<file path="config.mk">
export PLATFORM = sky130hd
export DESIGN_NAME = undef_op_dispatch
export DESIGN_NICKNAME = d
export VERILOG_FILES = /design/src/rtl/udh_pkg.sv /design/src/rtl/udh_entry_match.sv /design/src/rtl/udh_scan_index.sv /design/src/rtl/undef_op_dispatch.sv
export SDC_FILE = /design/constraint.sdc
export NUM_CORES = 1
export LEC_CHECK = 0
export BUFFER_PORTS_ARGS = -buffer_cell sky130_fd_sc_hd__buf_4
export CAP_MARGIN = 0
export CORE_MARGIN = 10
export CORE_UTILIZATION = 25
export CTS_CLUSTER_DIAMETER = 150
export DETAILED_ROUTE_END_ITERATION = 16
export GPL_TIMING_DRIVEN = 0
export MAX_ROUTING_LAYER = met4
export SLEW_MARGIN = 15
export SYNTH_ARGS = -nofsm -noshare
export SYNTH_HDL_FRONTEND = slang
export SYNTH_SLANG_ARGS = --single-unit
export TNS_END_PERCENT = 20
</file>
<file path="constraint.sdc">
create_clock -name clk -period 1.9 [get_ports clk]
set_input_delay 0.095 -clock clk [delete_from_list [all_inputs] [get_ports clk]]
set_output_delay 0.095 -clock clk [all_outputs]
set_load 0.01 [all_outputs]
</file>
<file path="src/rtl/udh_pkg.sv">
package udh_pkg;

    typedef enum logic [2:0] {
        ST_IDLE,
        ST_ANNOUNCE,
        ST_HOLD,
        ST_SCAN,
        ST_MACRO
    } udh_state_e;

endpackage

</file>
<file path="src/rtl/udh_entry_match.sv">
// Masked comparison of one table entry against the captured opcode.
module udh_entry_match #(
    parameter int OP_W = 16
) (
    input  logic            entry_valid,
    input  logic [OP_W-1:0] opcode,
    input  logic [OP_W-1:0] pattern,
    input  logic [OP_W-1:0] mask,
    output logic            hit
);
    logic [OP_W-1:0] diff;

    always_comb begin
        diff = (opcode ^ pattern) & mask;
        hit  = entry_valid && (diff == '0);
    end
endmodule

</file>
<file path="src/rtl/udh_scan_index.sv">
// Successor and end-of-table flag for the scan pointer.
module udh_scan_index #(
    parameter int TBL_DEPTH = 8,
    parameter int IDX_W     = 3
) (
    input  logic [IDX_W-1:0] idx,
    output logic [IDX_W-1:0] idx_next,
    output logic             idx_last
);
    localparam logic [IDX_W-1:0] LAST_IDX = IDX_W'(TBL_DEPTH - 1);

    always_comb begin
        idx_last = (idx == LAST_IDX);
        idx_next = idx_last ? '0 : IDX_W'(idx + 1'b1);
    end
endmodule

</file>
<file path="src/rtl/undef_op_dispatch.sv">
module undef_op_dispatch
    import udh_pkg::*;
#(
    parameter int ADDR_W    = 16,
    parameter int OP_W      = 16,
    parameter int TBL_DEPTH = 8,
    localparam int IDX_W    = (TBL_DEPTH > 1) ? $clog2(TBL_DEPTH) : 1
) (
    input  logic              clk,
    input  logic              rst_n,
    input  logic              undef_valid,
    input  logic [OP_W-1:0]   undef_opcode,
    input  logic [ADDR_W-1:0] cur_wp,
    input  logic [ADDR_W-1:0] next_pc,
    input  logic              cop_req,
    input  logic              ret_valid,
    input  logic              ret_block_irq,
    output logic [IDX_W-1:0]  tbl_idx,
    input  logic              tbl_valid,
    input  logic [OP_W-1:0]   tbl_pattern,
    input  logic [OP_W-1:0]   tbl_mask,
    input  logic [ADDR_W-1:0] tbl_entry,
    output logic              busy,
    output logic              status_cycle,
    output logic [ADDR_W-1:0] bus_out,
    output logic              hold_ack,
    output logic              redirect_valid,
    output logic [ADDR_W-1:0] redirect_pc,
    output logic              illegal_trap,
    output logic              in_macro,
    output logic              irq_defer
);

    typedef struct packed {
        udh_state_e        st;
        logic [IDX_W-1:0]  idx;
        logic [OP_W-1:0]   op;
        logic [ADDR_W-1:0] resume;
        logic [ADDR_W-1:0] bus;
        logic              status;
        logic              hold;
        logic              redir;
        logic [ADDR_W-1:0] rpc;
        logic              trap;
        logic              defer;
    } ctl_t;

    ctl_t ctl_d, ctl_q;

    logic             entry_hit;
    logic [IDX_W-1:0] idx_next;
    logic             idx_last;

    udh_entry_match #(.OP_W(OP_W)) i_match (
        .entry_valid (tbl_valid),
        .opcode      (ctl_q.op),
        .pattern     (tbl_pattern),
        .mask        (tbl_mask),
        .hit         (entry_hit)
    );

    udh_scan_index #(.TBL_DEPTH(TBL_DEPTH), .IDX_W(IDX_W)) i_index (
        .idx      (ctl_q.idx),
        .idx_next (idx_next),
        .idx_last (idx_last)
    );

    always_comb begin
        ctl_d        = ctl_q;
        ctl_d.status = 1'b0;
        ctl_d.bus    = '0;
        ctl_d.redir  = 1'b0;
        ctl_d.trap   = 1'b0;
        ctl_d.defer  = 1'b0;
        unique case (ctl_q.st)
            ST_IDLE: begin
                if (undef_valid) begin
                    ctl_d.op     = undef_opcode;
                    ctl_d.resume = next_pc;
                    ctl_d.idx    = '0;
                    if (cop_req) begin
                        ctl_d.st     = ST_ANNOUNCE;
                        ctl_d.status = 1'b1;
                        ctl_d.bus    = cur_wp;
                    end else begin
                        ctl_d.st = ST_SCAN;
                    end
                end
            end
            ST_ANNOUNCE: begin
                ctl_d.st   = ST_HOLD;
                ctl_d.hold = 1'b1;
            end
            ST_HOLD: begin
                if (!cop_req) begin
                    ctl_d.st    = ST_IDLE;
                    ctl_d.hold  = 1'b0;
                    ctl_d.redir = 1'b1;
                    ctl_d.rpc   = ctl_q.resume;
                end
            end
            ST_SCAN: begin
                if (entry_hit) begin
                    ctl_d.st    = ST_MACRO;
                    ctl_d.redir = 1'b1;
                    ctl_d.rpc   = tbl_entry;
                    ctl_d.idx   = '0;
                end else if (idx_last) begin
                    ctl_d.st   = ST_IDLE;
                    ctl_d.trap = 1'b1;
                    ctl_d.idx  = '0;
                end else begin
                    ctl_d.idx = idx_next;
                end
            end
            ST_MACRO: begin
                if (ret_valid) begin
                    ctl_d.st    = ST_IDLE;
                    ctl_d.defer = ret_block_irq;
                end
            end
            default: ctl_d.st = ST_IDLE;
        endcase
    end

    always_ff @(posedge clk or negedge rst_n) begin
        if (!rst_n) begin
            ctl_q <= '{st: ST_IDLE, default: '0};
        end else begin
            ctl_q <= ctl_d;
        end
    end

    assign tbl_idx        = ctl_q.idx;
    assign busy           = (ctl_q.st != ST_IDLE);
    assign in_macro       = (ctl_q.st == ST_MACRO);
    assign status_cycle   = ctl_q.status;
    assign bus_out        = ctl_q.bus;
    assign hold_ack       = ctl_q.hold;
    assign redirect_valid = ctl_q.redir;
    assign redirect_pc    = ctl_q.rpc;
    assign illegal_trap   = ctl_q.trap;
    assign irq_defer      = ctl_q.defer;

endmodule

</file>
======== Word level (Yosys, flattened, before mapping) ========
Cells that the tools add are included.
word-level totals
  bits in registers ....................... 75
  bits of input ports ..................... 103
cells by class
  add/subtract/negate cells ............... 1
  equality and inequality tests ........... 10
  mux-type cells .......................... 20
  bitwise logic cells ..................... 2
  reduce and logical (&&, ||, !) cells .... 12
operators with widths
  kind                                                             count
  55-bit 2-to-1 mux                                                1
  17-bit 2-to-1 mux                                                3
  17-bit case mux with 2 select lines                              1
  18-bit 2-to-1 mux                                                1
  16-bit bitwise AND                                               1
  16-bit zero test                                                 1
  16-bit XOR                                                       1
  3-bit case mux with 5 select lines                               1
  3-bit 2-to-1 mux                                                 4
  2-bit != test, second input constant                             4
  3-bit by 2-bit == test with 1-bit output, second input constant  2
  3-bit == test, second input constant                             2
  6-bit 2-to-1 mux                                                 1
  3-bit case mux with 2 select lines                               1
  2-bit AND reduction                                              3
  2-bit nonzero test                                               3
  1-bit 2-to-1 mux                                                 5
  4-bit AND reduction                                              1
  3-bit by 1-bit adder with 3-bit output, second input constant    1
  3-bit by 1-bit == test with 1-bit output, second input constant  1
  3-bit zero test                                                  1
  3-bit by 2-bit != test with 1-bit output, second input constant  1
  3-bit AND reduction                                              1
  3-bit nonzero test                                               1
  other kinds (3)                                                  3

======== Logic depth before layout (Yosys ltp) ========
  depth in word-level cells ............... 6
  depth in mapped cells ................... 8
  mapped depth without buffers ............ 5

======== By module ========
A second synthesis with hierarchy kept.
unflattened totals
  cell total of the unflattened synthesis .. 277
  area total of the unflattened synthesis .. 3499.6 µm²
by module, submodules not included
  module             instances  cells an instance  area an instance (µm²)  seq. area each (µm²)
  undef_op_dispatch  1          247                3245.6                  1876.8
  udh_entry_match    1          27                 225.2                   0.0
  udh_scan_index     1          3                  28.8                    0.0

======== Worst setup path before layout ========
No wires, ideal clock.
  kind .................................... reg2reg
  start point ............................. register ctl_q[61] (netlist name)
  end point ............................... register ctl_q, in the netlist redirect_pc[10]
  library setup time ...................... 0.127 ns
  data arrival time ....................... 1.612 ns
  required time ........................... 1.773 ns
  slack ................................... 0.160 ns
  stages on the path, launching flop included .. 9
  path buffers ............................ 3
  period minus slack after synthesis ...... 1.740 ns
  path through ............................ dfrtp_1 xor2_1 a222oi_1 and4_1 buf_4 and3_1 buf_6 buf_12 o211ai_2
between the ends
  longest elaborated chain between the ends .. 6
ends and longest elaborated chain
  what                                  RTL line                  RTL
  start, declared                       undef_op_dispatch.sv:48   ctl_t ctl_d, ctl_q;
  start signal, assigned                undef_op_dispatch.sv:130  ctl_q <= ctl_d;
  16-bit XOR                            udh_entry_match.sv:14     diff = (opcode ^ pattern) & mask;
  16-bit bitwise AND                    udh_entry_match.sv:14
  16-bit zero test                      udh_entry_match.sv:15     hit = entry_valid && (diff == '0);
  1-bit logical AND                     udh_entry_match.sv:15
  2-bit != test (no source line)        -
  3-bit AND reduction (no source line)  -
No other way between the ends.
A chain may end at the register's enable or synchronous reset.

======== Final worst setup path ========
  start point ............................. register ctl_q[61] (netlist name)
  end point ............................... register ctl_q, in the netlist redirect_pc[9]
Same word-level chain as after synthesis.

==> impl_metrics.tcl <==
set metrics [dict create \
    p_leak_nw 2.85 \
    core-area_um2 13900 \
    yosys-top-cells-area "dfrtp_1 53%, mux2_2 9.5%, buf_4 7.6%" \
    wl_per_cell_um 16.3 \
    row_count 43 \
    drt.antenna.violating_nets 0 \
    grt_overflow 0 \
    nNetsFinal 609 \
    cts_tree "built" \
    grt_pass1_vias 3314 \
    ys_seq_area_share_pct 52.9 \
    rsz0062_at_grt "true" \
    synth_area_leader_cell "dfrtp_1" \
    netlist_area_um2 3550 \
    clock_skew_ps 4.63 \
    syn_nets 408 \
    setup_tns_ps 0 \
    setup_viol 0 \
    slew_viol_final 0 \
    netlist.area_leader.share_pct 52.9 \
    critPathCaptureType "flop" \
    via_count 2989 \
    die_h_um 139 \
    gp_congestion 0.765 \
    maxCapViolations 0 \
    r2r_slack_ps 80 \
    hold_viol_final 0 \
    first_pass_iters 5 \
    drcViolationCount 0 \
    clock_latency_ps 330 \
    cts-root-buf "clkbuf_16" \
    grt_max_degree 76 \
    peakVddDrop_v 0.000439 \
    outcome "complete, no violations" \
    holdWs_ps 12.1 \
    powerDensity_nw_per_um2 1260 \
    wl_um 11200 \
    crit_arrival_ps 2030 \
    synth.most_common_cell "dfrtp_1" \
    synth_cells 303 \
    dpl.hpwl_um 8270 \
    min_path_type "input pin to flop" \
    critPathMaxFanout 5 \
    portBuffers 144 \
    n_fill_cell 1389 \
    tightest_slew_ps 954 \
    synth_edf_count 0 \
    ys_top_cells_by_count "75 x dfrtp_1, 36 x buf_4, 35 x nand2_1, 30 x mux2_2, 19 x and3_1" \
    antennaDiodeCount 0 \
    ys_types 35 \
    initial_core_util_pct 25.6 \
    cts_buffer_depth 2 \
    drt_iter0_markers 190 \
    syn_avg_cell_area_um2 11.7 \
    dieArea_um2 19400 \
    slew_headroom_pct 36.4 \
    drive_above_1_share_pct 49.8 \
    yosys_most_used_dff "dfrtp_1" \
    antenna_found_initial 0 \
    htree_num_levels 3 \
    die_x_um 139 \
    io_pins 145 \
    max_freq_mhz 550 \
    grt_pass1_wl_um 17800 \
    clk_pin_slew_worst_paths_ps 60 \
    finalCritPeriodShare_pct 95.6 \
    track_usage_pct 11.8 \
    cts_buffers 9 \
    crit_path_start_kind "flop" \
    area_growth_pct 60.8 \
    clock-sinks 75 \
    via_per_inst 4.34 \
    yosysWarnings 0 \
    yosys_register_bits 75 \
    worst-setup-path-type "flop to flop" \
    worstPathRequired_ps 2110 \
    period_needed_ps 1820 \
    async_flop_share_pct 100 \
]
[report_power, final]
group | switching (mW) | internal [mW] | leakage, nW
Combinational | 1.13 | 1.53 | 1.74
Sequential | 0.377 | 2.21 | 0.943
Clock | 0.656 | 1.31 | 0.166
Total | 2.16 | 5.05 | 2.85
[worst max-delay path, cell delays in order, from the launching register on]
cell       delay [ps]
dfrtp_1           380
xor2_1            140
a222oi_1          290
and4_1            250
buf_6             120
and3_4            260
clkbuf_16         170
o211ai_2           80
[worst paths after layout]
check / start / cells after the start / endpoint
max in group asynchronous: rst_n / 2 / ctl_q[72]
setup reg to reg: ctl_q[61] / 7 / redirect_pc[9]
hold / removal: cur_wp[10] / 2 / bus_out[10]
min in group asynchronous: rst_n / 2 / ctl_q[66]
hold reg to reg: ctl_q[41] / 1 / ctl_q[41]
setup / recovery: ctl_q[61] / 7 / redirect_pc[9]
[cells by family after synthesis]
family / share of synthesized area (%)
and+or+nand+nor: 13.0
adders and majority gates: 0.705
buffers and inverters: 10.6
AOI/OAI and AO/OA: 8.64
xor gates and xnor gates: 3.95
muxes: 10.2
DFF: 52.9
[per-stage QoR]
stage	total power, mW	worst slack, ps	utilization (%)	cell area (um^2)	instances
4_1_cts	7.30	26.6	41.0	5690	689
3_3_place_gp	5.09	-45.3	35.0	4860	627
6_report	7.22	83.4	41.1	5710	688
2_1_floorplan	4.17	160	-	3550	303
5_1_grt	7.70	-84.4	41.1	5710	688
3_5_place_dp	5.18	-60.5	35.0	4860	627
[state kept, by name (all words and copies together) (netlist names)]
register        flops
irq_defer           1
hold_ack            1
redirect_pc        16
redirect_valid      1
bus_out            16
tbl_idx             3
ctl_q              35
status_cycle        1
illegal_trap        1
[routing by layer]
| metal | up-vias | share of wire (%) | GRT usage [%] |
|---|---|---|---|
| met1 | 1452 | 41 | 13.0 |
| met5 | - | 0 | - |
| met3 | 15 | 3.4 | 2.50 |
| li1 | 1439 | - | - |
| met2 | 83 | 53 | 20.2 |
| met4 | 0 | 2.0 | 5.11 |
[cell usage in the layout, fill, tap and decap left out, types with 2 or more instances in the layout]
cell	instances
clkbuf_2	3
xor2_1	16
a32o_1	2
nand4_1	16
ha_1	2
dlygate4sd3_1	43
inv_1	2
nor3b_1	2
o211ai_1	7
a21o_1	2
nand2b_1	2
buf_12	2
buf_4	184
a21oi_1	3
and3_1	18
and4_1	2
a22oi_1	6
clkbuf_16	10
mux2_2	30
mux2_1	2
and2_1	3
nor3_1	2
nand2_1	35
nor2_1	3
clkbuf_1	6
o211ai_2	9
buf_2	5
bufinv_16	3
dfrtp_1	74
[cell type report]
cell class | count | area, um^2 | area share [%]
plain buffers | 51 | 360 | 6.31
repair buffers | 193 | 1590 | 27.8
well taps | 180 | 225 | 3.95
flip-flops and latches | 75 | 1880 | 32.9
inverters | 2 | 7.51 | 0.132
clock buffers | 11 | 243 | 4.25
multi-input cells | 172 | 1310 | 22.9
clock inverters | 4 | 98.8 | 1.73
[what timing repair did]
| item | 4_1_cts | 5_1_grt |
|---|---|---|
| resized for setup | 5 | 4 |
| pin swaps | 1 | 11 |
| hold buffers | 43 | 0 |
| buffers inserted | 4 | 1 |
| cloned | 0 | 1 |
| setup endpoints to repair | 32 | 22 |
| endpoints found under the hold margin | 117 | 0 |
Power figures use the tool's default switching activity.
